[src/rtl/irqd_pkg.sv]
package irqd_pkg;
    typedef enum logic [1:0] {
        ST_IDLE    = 2'd0,
        ST_PEND    = 2'd1,
        ST_ACT     = 2'd2,
        ST_ACTPEND = 2'd3
    } irq_st_e;

    localparam int ID_W       = 10;
    localparam int SPURIOUS   = 1023;
    localparam int CTRL_ADDR  = 'h00;
    localparam int SGI_ADDR   = 'h01;
    localparam int CFG_BASE   = 'h40;
    localparam int CFG_EN_BIT = 8;
    localparam int CFG_ED_BIT = 9;
endpackage

[src/rtl/irqd_cell.sv]
module irqd_cell
    import irqd_pkg::*;
(
    input  logic clk,
    input  logic rst_n,
    input  logic src,
    input  logic edge_mode,
    input  logic sw_set,
    input  logic ack,
    input  logic eoi,
    output logic pend
);
    irq_st_e state_q, state_d;
    logic    src_q;
    logic    evt;

    always_ff @(posedge clk or negedge rst_n) begin
        if (!rst_n) begin
            state_q <= ST_IDLE;
            src_q   <= 1'b0;
        end else begin
            state_q <= state_d;
            src_q   <= src;
        end
    end

    // edge mode: a new rise or a software raise; level mode: input high
    assign evt = edge_mode ? ((src & ~src_q) | sw_set) : (src | sw_set);

    always_comb begin
        state_d = state_q;
        unique case (state_q)
            ST_IDLE:    if (evt) state_d = ST_PEND;
            ST_PEND: begin
                if (ack)
                    state_d = (edge_mode && evt) ? ST_ACTPEND : ST_ACT;
                else if (!edge_mode && !evt)
                    state_d = ST_IDLE;
            end
            ST_ACT: begin
                if (eoi)      state_d = evt ? ST_PEND : ST_IDLE;
                else if (evt) state_d = ST_ACTPEND;
            end
            ST_ACTPEND: begin
                if (eoi)                      state_d = ST_PEND;
                else if (!edge_mode && !evt)  state_d = ST_ACT;
            end
            default: state_d = ST_IDLE;
        endcase
    end

    always_comb begin
        pend = (state_q == ST_PEND);
    end

    p_edge_hold_r2: assert property (@(posedge clk) disable iff (!rst_n)
        (edge_mode && state_q == ST_PEND && !ack) |=> (state_q == ST_PEND));

    p_level_drop_r3: assert property (@(posedge clk) disable iff (!rst_n)
        (!edge_mode && state_q == ST_PEND && !src && !sw_set && !ack) |=> (state_q == ST_IDLE));

    p_take_r5: assert property (@(posedge clk) disable iff (!rst_n)
        (state_q == ST_PEND && ack) |=> (state_q == ST_ACT || state_q == ST_ACTPEND));

    p_resume_r6: assert property (@(posedge clk) disable iff (!rst_n)
        (state_q == ST_ACTPEND && eoi) |=> (state_q == ST_PEND));

    p_keep_edge_r7: assert property (@(posedge clk) disable iff (!rst_n)
        (edge_mode && state_q == ST_ACT && !eoi && sw_set) |=> (state_q == ST_ACTPEND));
endmodule

[src/rtl/irqd_pick.sv]
module irqd_pick #(
    parameter int N      = 48,
    parameter int PRIO_W = 8,
    localparam int IDX_W = $clog2(N)
) (
    input  logic [N-1:0]             cand,
    input  logic [N-1:0][PRIO_W-1:0] prio,
    output logic                     found,
    output logic [IDX_W-1:0]         win_idx,
    output logic [PRIO_W-1:0]        win_prio
);
    // ascending scan with strict compare: equal priority keeps the lower slot
    always_comb begin
        found    = 1'b0;
        win_idx  = '0;
        win_prio = '1;
        for (int i = 0; i < N; i++) begin
            if (cand[i] && (!found || prio[i] < win_prio)) begin
                found    = 1'b1;
                win_idx  = IDX_W'(i);
                win_prio = prio[i];
            end
        end
    end
endmodule

[src/rtl/irq_distributor.sv]
module irq_distributor
    import irqd_pkg::*;
#(
    parameter int N_SGI    = 16,
    parameter int N_SPI    = 32,
    parameter int SPI_BASE = 32,
    parameter int PRIO_W   = 8,
    parameter int ADDR_W   = 8,
    parameter int DATA_W   = 32
) (
    input  logic                clk,
    input  logic                rst_n,
    input  logic [N_SPI-1:0]    spi_in,
    input  logic                reg_we,
    input  logic [ADDR_W-1:0]   reg_addr,
    input  logic [DATA_W-1:0]   reg_wdata,
    input  logic                ack_valid,
    input  logic [ID_W-1:0]     ack_id,
    input  logic                eoi_valid,
    input  logic [ID_W-1:0]     eoi_id,
    output logic                out_valid,
    output logic [ID_W-1:0]     out_id,
    output logic [PRIO_W-1:0]   out_prio
);
    localparam int N     = N_SGI + N_SPI;
    localparam int IDX_W = $clog2(N);

    logic [N-1:0][PRIO_W-1:0] prio_q;
    logic [N-1:0]             en_q, edge_q, pend, cand, ack_vec, eoi_vec, sgi_set;
    logic                     gen_en_q;
    logic                     found;
    logic [IDX_W-1:0]         win_idx;
    logic [PRIO_W-1:0]        win_prio;
    int                       cfg_slot;

    function automatic int slot_of(input logic [ID_W-1:0] id);
        int v;
        v = int'(id);
        if (v < N_SGI)                                return v;
        else if (v >= SPI_BASE && v < SPI_BASE + N_SPI) return v - SPI_BASE + N_SGI;
        else                                          return -1;
    endfunction

    always_comb begin
        cfg_slot = int'(reg_addr) - CFG_BASE;
    end

    always_ff @(posedge clk or negedge rst_n) begin
        if (!rst_n) begin
            gen_en_q <= 1'b0;
            prio_q   <= '0;
            en_q     <= '0;
            edge_q   <= '0;
        end else if (reg_we) begin
            if (int'(reg_addr) == CTRL_ADDR)
                gen_en_q <= reg_wdata[0];
            if (cfg_slot >= 0 && cfg_slot < N) begin
                prio_q[cfg_slot] <= reg_wdata[PRIO_W-1:0];
                en_q[cfg_slot]   <= reg_wdata[CFG_EN_BIT];
                edge_q[cfg_slot] <= reg_wdata[CFG_ED_BIT];
            end
        end
    end

    always_comb begin
        ack_vec = '0;
        eoi_vec = '0;
        sgi_set = '0;
        if (ack_valid && slot_of(ack_id) >= 0) ack_vec[slot_of(ack_id)] = 1'b1;
        if (eoi_valid && slot_of(eoi_id) >= 0) eoi_vec[slot_of(eoi_id)] = 1'b1;
        if (reg_we && int'(reg_addr) == SGI_ADDR && int'(reg_wdata[3:0]) < N_SGI)
            sgi_set[int'(reg_wdata[3:0])] = 1'b1;
    end

    for (genvar i = 0; i < N; i++) begin : g_slot
        if (i < N_SGI) begin : g_sgi
            irqd_cell u_cell (
                .clk(clk), .rst_n(rst_n), .src(1'b0), .edge_mode(1'b1),
                .sw_set(sgi_set[i]), .ack(ack_vec[i]), .eoi(eoi_vec[i]), .pend(pend[i])
            );
        end else begin : g_spi
            irqd_cell u_cell (
                .clk(clk), .rst_n(rst_n), .src(spi_in[i-N_SGI]), .edge_mode(edge_q[i]),
                .sw_set(1'b0), .ack(ack_vec[i]), .eoi(eoi_vec[i]), .pend(pend[i])
            );
        end
    end

    assign cand = pend & en_q & {N{gen_en_q}};

    irqd_pick #(.N(N), .PRIO_W(PRIO_W)) u_pick (
        .cand(cand), .prio(prio_q), .found(found),
        .win_idx(win_idx), .win_prio(win_prio)
    );

    always_comb begin
        out_valid = found;
        out_prio  = found ? win_prio : {PRIO_W{1'b1}};
        if (!found)
            out_id = ID_W'(SPURIOUS);
        else if (int'(win_idx) < N_SGI)
            out_id = ID_W'(win_idx);
        else
            out_id = ID_W'(int'(win_idx) - N_SGI + SPI_BASE);
    end

    p_global_gate_r8: assert property (@(posedge clk) disable iff (!rst_n)
        out_valid |-> gen_en_q);

    p_idle_out_r1: assert property (@(posedge clk) disable iff (!rst_n)
        !out_valid |-> (out_id == ID_W'(SPURIOUS) && out_prio == {PRIO_W{1'b1}}));

    p_ack_removes_r5: assert property (@(posedge clk) disable iff (!rst_n)
        (out_valid && ack_valid && ack_id == out_id) |=> !(out_valid && out_id == $past(ack_id)));
endmodule

[config.mk]
export PLATFORM = sky130hd
export DESIGN_NAME = irq_distributor
export DESIGN_NICKNAME = d
export VERILOG_FILES = /design/src/rtl/irqd_pkg.sv /design/src/rtl/irqd_cell.sv /design/src/rtl/irqd_pick.sv /design/src/rtl/irq_distributor.sv
export SDC_FILE = /design/constraint.sdc
export NUM_CORES = 2
export LEC_CHECK = 0
export BUFFER_PORTS_ARGS = -buffer_cell sky130_fd_sc_hd__buf_2
export CAP_MARGIN = 20
export CORE_MARGIN = 1
export CORE_UTILIZATION = 34
export CTS_CLUSTER_DIAMETER = 80
export CTS_CLUSTER_SIZE = 10
export DETAILED_ROUTE_END_ITERATION = 16
export HOLD_SLACK_MARGIN = 0.15
export SYNTH_ARGS = -nofsm -noshare
export SYNTH_HDL_FRONTEND = slang
export SYNTH_HIERARCHICAL = 1
export SYNTH_SLANG_ARGS = --single-unit
[constraint.sdc]
create_clock -name clk -period 242.1 [get_ports clk]
set_input_delay 24.21 -clock clk [delete_from_list [all_inputs] [get_ports clk]]
set_output_delay 24.21 -clock clk [all_outputs]
set_load 0.05 [all_outputs]
# Yosys cells after proc, flatten, opt, wreduce, memory -nomap -nowiden
# Index checks and enable logic that the tools add are counted.
[word_totals]
register_bits = 609
output_inout_bits = 19
in_bits = 97
word_cells = 1633
[classes]
order_cmp = 66
addsub = 7
reduce_logical = 378
bitwise_logic = 66
eq_ne = 337
n_mux = 648
[op_table]
columns = ["op", "n"]
rows = [
  ["$mux 2", 306],
  ["$mux 8", 50],
  ["$bwmux 384", 1],
  ["$pmux 2 s4", 48],
  ["$lt 8x8->1", 47],
  ["$eq 2x2->1 const B", 96],
  ["$mux 32", 6],
  ["$ne 3x2->1 const B", 64],
  ["$reduce_and 4->1", 48],
  ["$mux 1", 181],
  ["$ne 3x3->1 const B", 48],
  ["$ge 32x1->1 const B", 4],
  ["$logic_and 1x1->1", 121],
  ["$logic_not 1->1", 111],
  ["$and 48x48->48", 2],
  ["$bwmux 48", 2],
  ["$eq 2x1->1 const B", 48],
  ["$logic_not 2->1", 48],
  ["$mux 48", 2],
  ["$mux 6", 16],
  ["$ne 2x2->1 const B", 48],
  ["$mux 5", 16],
  ["$lt 32x8->1 const B", 2],
  ["$ne 2x1->1 const B", 32],
  ["other kinds (27)", 155],
]

# Depth between registers and ports, before layout
[logic_depth]
ltp_word = 196
mapped_depth = 563
ltp_nobuf = 514

# Hierarchy
# Netlist, hierarchy kept.
[modules_own_cells]
columns = ["module", "seq_area_each_um2", "area_per_inst_um2", "cells_each", "n_inst"]
rows = [
  ["irq_distributor", 11636.2, 20056.7, 1463, 1],
  ["irqd_pick", 0.0, 18081.1, 2612, 1],
  ["irqd_cell", 75.1, 152.6, 13, 48],
]

# Worst setup path before layout
# No wires, ideal clock.
[synth_timing]
path_type = "flip-flop to output port"
from = "reg gen_en_q"
to = "out out_id[5]"
arrival_time_ps = 87424
n_path_buf = 49
stages_incl_launch_ff = 514
setup_slack_ps = 130466
path_cell_list = "dfrtp_1 > clkbuf_1 > and3_1 > buf_6 > inv_1 > nor2_1 > ha_1 > o221ai_1 > or3_1 > a31oi_1 > clkbuf_1 > nor2_1 > a21oi_1 > inv_1 > ha_1 > o211ai_1 > nor2_4 > nand3_1 > (+478 left out) > nor2_1 > o21ai_0 > nor2_1 > nand2_1 > a311oi_1 > a311oi_2 > buf_4 > mux2i_1 > ha_1 > a2111oi_0 > o211ai_1 > a2111oi_1 > o31ai_2 > buf_6 > nand3_1 > inv_1 > ha_1 > nand2b_1"
[synth_between]
elab_chain_len = 194
word_cells_on_any_way = 336
cone_classes = "add/sub: 2; order compare: 48; mux: 144; bitwise: 1; reduce/logical: 141"
[synth_lines]
columns = ["element", "line_no", "text"]
rows = [
  ["from (decl)", "irq_distributor.sv:30", "logic gen_en_q;"],
  ["from (signal assigned)", "irq_distributor.sv:56", "gen_en_q <= reg_wdata[0];"],
  ["$and 48x48->48 (*)", "irq_distributor.sv:89", "assign cand = pend & en_q & {N{gen_en_q}};"],
  ["via cand[0]", "irq_distributor.sv:29", "logic [N-1:0] en_q, edge_q, pend, cand, ack_vec, eoi_vec, sgi_set;"],
  ["$mux 8 or $mux 1 (tied branches)", "irqd_pick.sv:18", "if (cand[i] && (!found || prio[i] < win_prio)) begin"],
  ["$lt 8x8->1 or $logic_not 1->1 (tied branches)", "irqd_pick.sv:18", ""],
  ["$logic_or 1x1->1", "irqd_pick.sv:18", ""],
  ["$logic_and 1x1->1", "irqd_pick.sv:18", ""],
  ["$mux 8 or $mux 1 (tied branches)", "irqd_pick.sv:18", ""],
  ["$lt 8x8->1 or $logic_not 1->1 (tied branches)", "irqd_pick.sv:18", ""],
  ["(+180 left out)", "n/a", ""],
  ["$logic_or 1x1->1", "irqd_pick.sv:18", ""],
  ["$logic_and 1x1->1", "irqd_pick.sv:18", ""],
  ["$mux 6 (*)", "irqd_pick.sv:18", ""],
  ["via win_idx[5]", "irq_distributor.sv:32", "logic [IDX_W-1:0] win_idx;"],
  ["$sub 6x5->7", "irq_distributor.sv:104", "out_id = ID_W'(int'(win_idx) - N_SGI + SPI_BASE);"],
  ["$add 7x7->8", "irq_distributor.sv:104", ""],
  ["$mux 10 (*)", "irq_distributor.sv:101", "else if (int'(win_idx) < N_SGI)"],
  ["$mux 10 (*)", "irq_distributor.sv:99", "if (!found)"],
  ["to (decl)", "irq_distributor.sv:22", "output logic [ID_W-1:0] out_id,"],
]
# Mark *: on every way through the listed nets, which the timed path passes. The rest lies on a longest branch.

# Final worst setup path
[layout_timing]
from = "reg g_slot[0].g_sgi.u_cell.state_q[0]"
to = "out out_id[5]"
[layout_between]
elab_chain_len = 196
word_cells_on_any_way = 338
cone_classes = "add/sub: 2; order compare: 48; eq/ne: 1; mux: 144; bitwise: 2; reduce/logical: 141"
[layout_lines]
columns = ["element", "line_no", "text"]
rows = [
  ["from (decl)", "irqd_cell.sv:13", "irq_st_e state_q, state_d;"],
  ["from (signal assigned)", "irqd_cell.sv:22", "state_q <= state_d;"],
  ["$eq 2x1->1 (*)", "irqd_cell.sv:53", "pend = (state_q == ST_PEND);"],
  ["via pend[0]", "irq_distributor.sv:29", ""],
  ["$and 48x48->48 (*) (2 in a row)", "irq_distributor.sv:89", ""],
  ["via cand[0]", "irq_distributor.sv:29", ""],
  ["$mux 8 or $mux 1 (tied branches)", "irqd_pick.sv:18", ""],
  ["$lt 8x8->1 or $logic_not 1->1 (tied branches)", "irqd_pick.sv:18", ""],
  ["$logic_or 1x1->1", "irqd_pick.sv:18", ""],
  ["$logic_and 1x1->1", "irqd_pick.sv:18", ""],
  ["(+182 left out)", "n/a", ""],
  ["$logic_or 1x1->1", "irqd_pick.sv:18", ""],
  ["$logic_and 1x1->1", "irqd_pick.sv:18", ""],
  ["$mux 6 (*)", "irqd_pick.sv:18", ""],
  ["via win_idx[4]", "irq_distributor.sv:32", ""],
  ["$sub 6x5->7", "irq_distributor.sv:104", ""],
  ["$add 7x7->8", "irq_distributor.sv:104", ""],
  ["$mux 10 (*)", "irq_distributor.sv:101", ""],
  ["$mux 10 (*)", "irq_distributor.sv:99", ""],
]
# Marked as above.

==> flow_metrics.tcl <==
set metrics [dict create \
    die_x_um 368 \
    clock-sinks 609 \
    critPathSlowestCell "a21oi_2" \
    worst_skew_pair.late_latency_ns 0.65 \
    fill_cells 13200 \
    avgViaCountPerCell 5.53 \
    synthToLayoutAreaGrowth_pct 10.9 \
    rsz0062_at_grt "false" \
    hold_viol 0 \
    holdBufCountCts 0 \
    grt_overflow 0 \
    power.density_nw_per_um2 4.56 \
    min_period_ns 128.16 \
    antenna_found_initial 18 \
    drive_gt1_share_pct 22.4 \
    synth_flop_cell "dfrtp_1" \
    worst_setup_path_end_kind "output pin" \
    min_path_type "flop to flop" \
    gp_congestion 0.869 \
    grt_pass1_wl_um 207000 \
    endpoint "out_id[5]" \
    routed_wl_um 131000 \
    worstSetupStartpointType "flop" \
    rows 133 \
    cts_resized 0 \
    place_inst 6646 \
    p_sw_uw 60.5 \
    crit_required_ns 217.89 \
    combPwrFrac_pct 9.7 \
    reg2reg_to "gen_en_q" \
    fin_setup_tns_ns 0 \
    syn_inst 4699 \
    yosysSeqAreaShare_pct 33.5 \
    design_area_um2 50400 \
    setup-violations-final 0 \
    initialDrtViolationCount 2701 \
    slew_violations 0 \
    r2r_slack_ns 240.85 \
    wl_per_cell_um 19.4 \
    rr_worst_depth 2 \
    worstPathMaxFanout 21 \
    relSlewSlack_pct 25.8 \
    grt_max_degree 112 \
    synth.distinct_cells 166 \
    path_clk_slew_ns 0.07 \
    fmaxAchievable_ghz 0.00780 \
    cellLeakagePower_uw 0.0248 \
    cts_tree "done" \
    worst_path_most_repeated_cell "ha_1" \
    clock_path_buffers 3 \
    cts_setup_buffers 0 \
    placed_area_um2 48400 \
    p_clk_share_pct 43.8 \
    seq_power_share_pct 46.5 \
    final_cells 6741 \
    internal-power_uw 169 \
    min-delay-start "en_q[47]" \
    status "complete, no violations" \
    io_buffers 93 \
    die_y_um 368 \
    dr.pass1.iters 5 \
    fin_skew_ns 0.0242 \
    syn_area_per_cell_um2 9.68 \
    peakVddDrop_mv 0.00385 \
    synth_edf_count 0 \
    start_util_pct 34.4 \
    htree_levels 3 \
    hpwl_um 95500 \
    gr-usage-all-layers_pct 19.1 \
    maxCapViolations 0 \
    arrival_ns 103.95 \
    crit_start "g_slot[0].g_sgi.u_cell/state_q[0]" \
    critPathKind "flop to output pin" \
    num_io_pins 116 \
    ys_warn_count 6 \
    tightest_slew_ns 1.11 \
    critPathMaxStageDelay_ns 0.75 \
    grt_pass1_vias 36100 \
    fin_nets 5320 \
    cts-root-buf "clkbuf_16" \
    period_share_pct 52.9 \
    syn_area_um2 45500 \
    ant_nets 0 \
    synth-async-reset-ratio_pct 100 \
    cts_inserted_buffers 73 \
    drc 0 \
    synth_seq_cells 609 \
    design.core.area_um2 132000 \
    sw_frac_of_total_pct 26.3 \
    r2r-start "gen_en_q" \
    vias 37300 \
    die_area_um2 135000 \
]
registers in the layout (all words and copies together) (netlist names):
register / flops
en_q: 48
prio_q: 384
edge_q: 32
g_slot.g_spi.u_cell/state_q: 64
gen_en_q: 1
g_slot.g_spi.u_cell/src_q: 32
g_slot.g_sgi.u_cell/src_q: 16
g_slot.g_sgi.u_cell/state_q: 32
per-layer routing:
layer / share of wire [%] / GRT usage (%) / wire (um)
met2: 45 / 30.5 / 59200
met3: 5.0 / 3.18 / 6590
met4: 3.3 / 6.63 / 4340
met1: 46 / 25.9 / 60800
met5: 0.057 / 0 / 75
power groups by stage:
stage,Sequential (uW),Clock (uW),Combinational [uW]
global route,107,107,24.6
detailed placement,109,0,22.1
finish,107,101,22.3
CTS,107,103,22.2
floorplan,108,0,13.9
global placement,109,0,21.6
layout make-up:
type,instances,area (um^2),share of cell area (%)
diodes,5,12.5,0.0248
clock buffers,83,1960,3.89
clock inverters,7,50.0,0.0993
inverters,360,1350,2.68
multi-input cells,3799,28900,57.3
flip-flops and latches,609,15200,30.2
well taps,1755,2200,4.36
repair buffers,123,698,1.38
synth_stat cells, drive strengths merged, types with 35 or more instances:
cell type | count | share of area [%]
a211oi | 38 | 0.74
a21boi | 59 | 1.4
a21o | 79 | 1.3
a21oi | 217 | 2.5
a22o | 53 | 1.0
a2bb2oi | 53 | 1.0
a31oi | 35 | 0.51
and3 | 78 | 1.1
buf | 52 | 0.89
clkbuf | 100 | 0.91
dfrtp | 609 | 34
ha | 257 | 7.1
inv | 358 | 3.0
mux2 | 514 | 13
mux2i | 114 | 2.6
nand2 | 319 | 2.7
nand2b | 50 | 0.69
nand3 | 70 | 0.81
nand4 | 51 | 0.72
nor2 | 374 | 3.6
nor2b | 85 | 1.2
nor3 | 151 | 2.2
nor4 | 55 | 0.80
o211ai | 39 | 0.76
o21ai | 245 | 2.9
o32a | 100 | 2.3
through the flow:
step	setup slack, ns	hold slack, ns	util [%]	power, uW
after detailed placement	115.49	0.487	36.6	131
after floorplan	130.47	0.471	-	122
final	113.94	0.496	38.2	230
after global placement	116.61	0.479	36.6	130
after global routing	104.36	0.505	38.1	239
after CTS	114.39	0.500	38.1	233
how the worst min path moves through the flow:
stage                to  cells past startpoint
3_3_place_gp   en_q[47]                      1
3_5_place_dp   en_q[13]                      1
5_1_grt        en_q[13]                      1
4_1_cts        en_q[10]                      1
2_1_floorplan  en_q[11]                      1
6_report       en_q[47]                      1
placed cells by master (no fill, tap or decap), types with 28 or more instances in the layout:
cell / synthesis / routed
nor3_1: 101 / 101
mux2i_1: 107 / 107
buf_2: 10 / 93
a211oi_1: 28 / 28
o32a_1: 51 / 51
o21ai_0: 213 / 213
o211ai_1: 30 / 30
conb_1: 2 / 224
a21boi_2: 49 / 51
nand2_1: 316 / 316
nor2_1: 343 / 343
nand3_1: 66 / 66
a21oi_1: 205 / 204
a2bb2oi_1: 52 / 52
buf_4: 19 / 29
o32a_2: 49 / 49
clkbuf_16: 0 / 77
a31oi_1: 33 / 33
nor2b_1: 85 / 85
ha_1: 257 / 257
dfrtp_1: 609 / 608
and3_1: 67 / 67
inv_1: 358 / 358
a22o_1: 50 / 50
nor4_1: 52 / 52
nand4_1: 50 / 50
nor3_2: 50 / 50
nand2b_1: 50 / 50
a21o_1: 74 / 74
mux2_2: 491 / 491
cell families after synthesis:
family                   after synthesis  synth area share [%]
XOR/XNOR                              33                 0.652
buffers and inverters                513                  4.79
other                                  2                0.0165
multiplexers                         628                  15.4
flip-flops                           609                  33.5
AO/OA/AOI/OAI                       1231                  21.4
adder cells (fa/ha/maj)              278                  7.54
AND/OR/NAND/NOR                     1405                  16.7
critical path: cells and delay by family, from the launching register on:
family	cells	cell delay [ns]
AO/OA/AOI/OAI	232	51.68
AND/OR/NAND/NOR	144	26.80
adder cells (fa/ha/maj)	48	14.11
multiplexers	20	5.73
buffers and inverters	34	4.33
flip-flops	1	0.37
(Power assumes the default switching activity.)
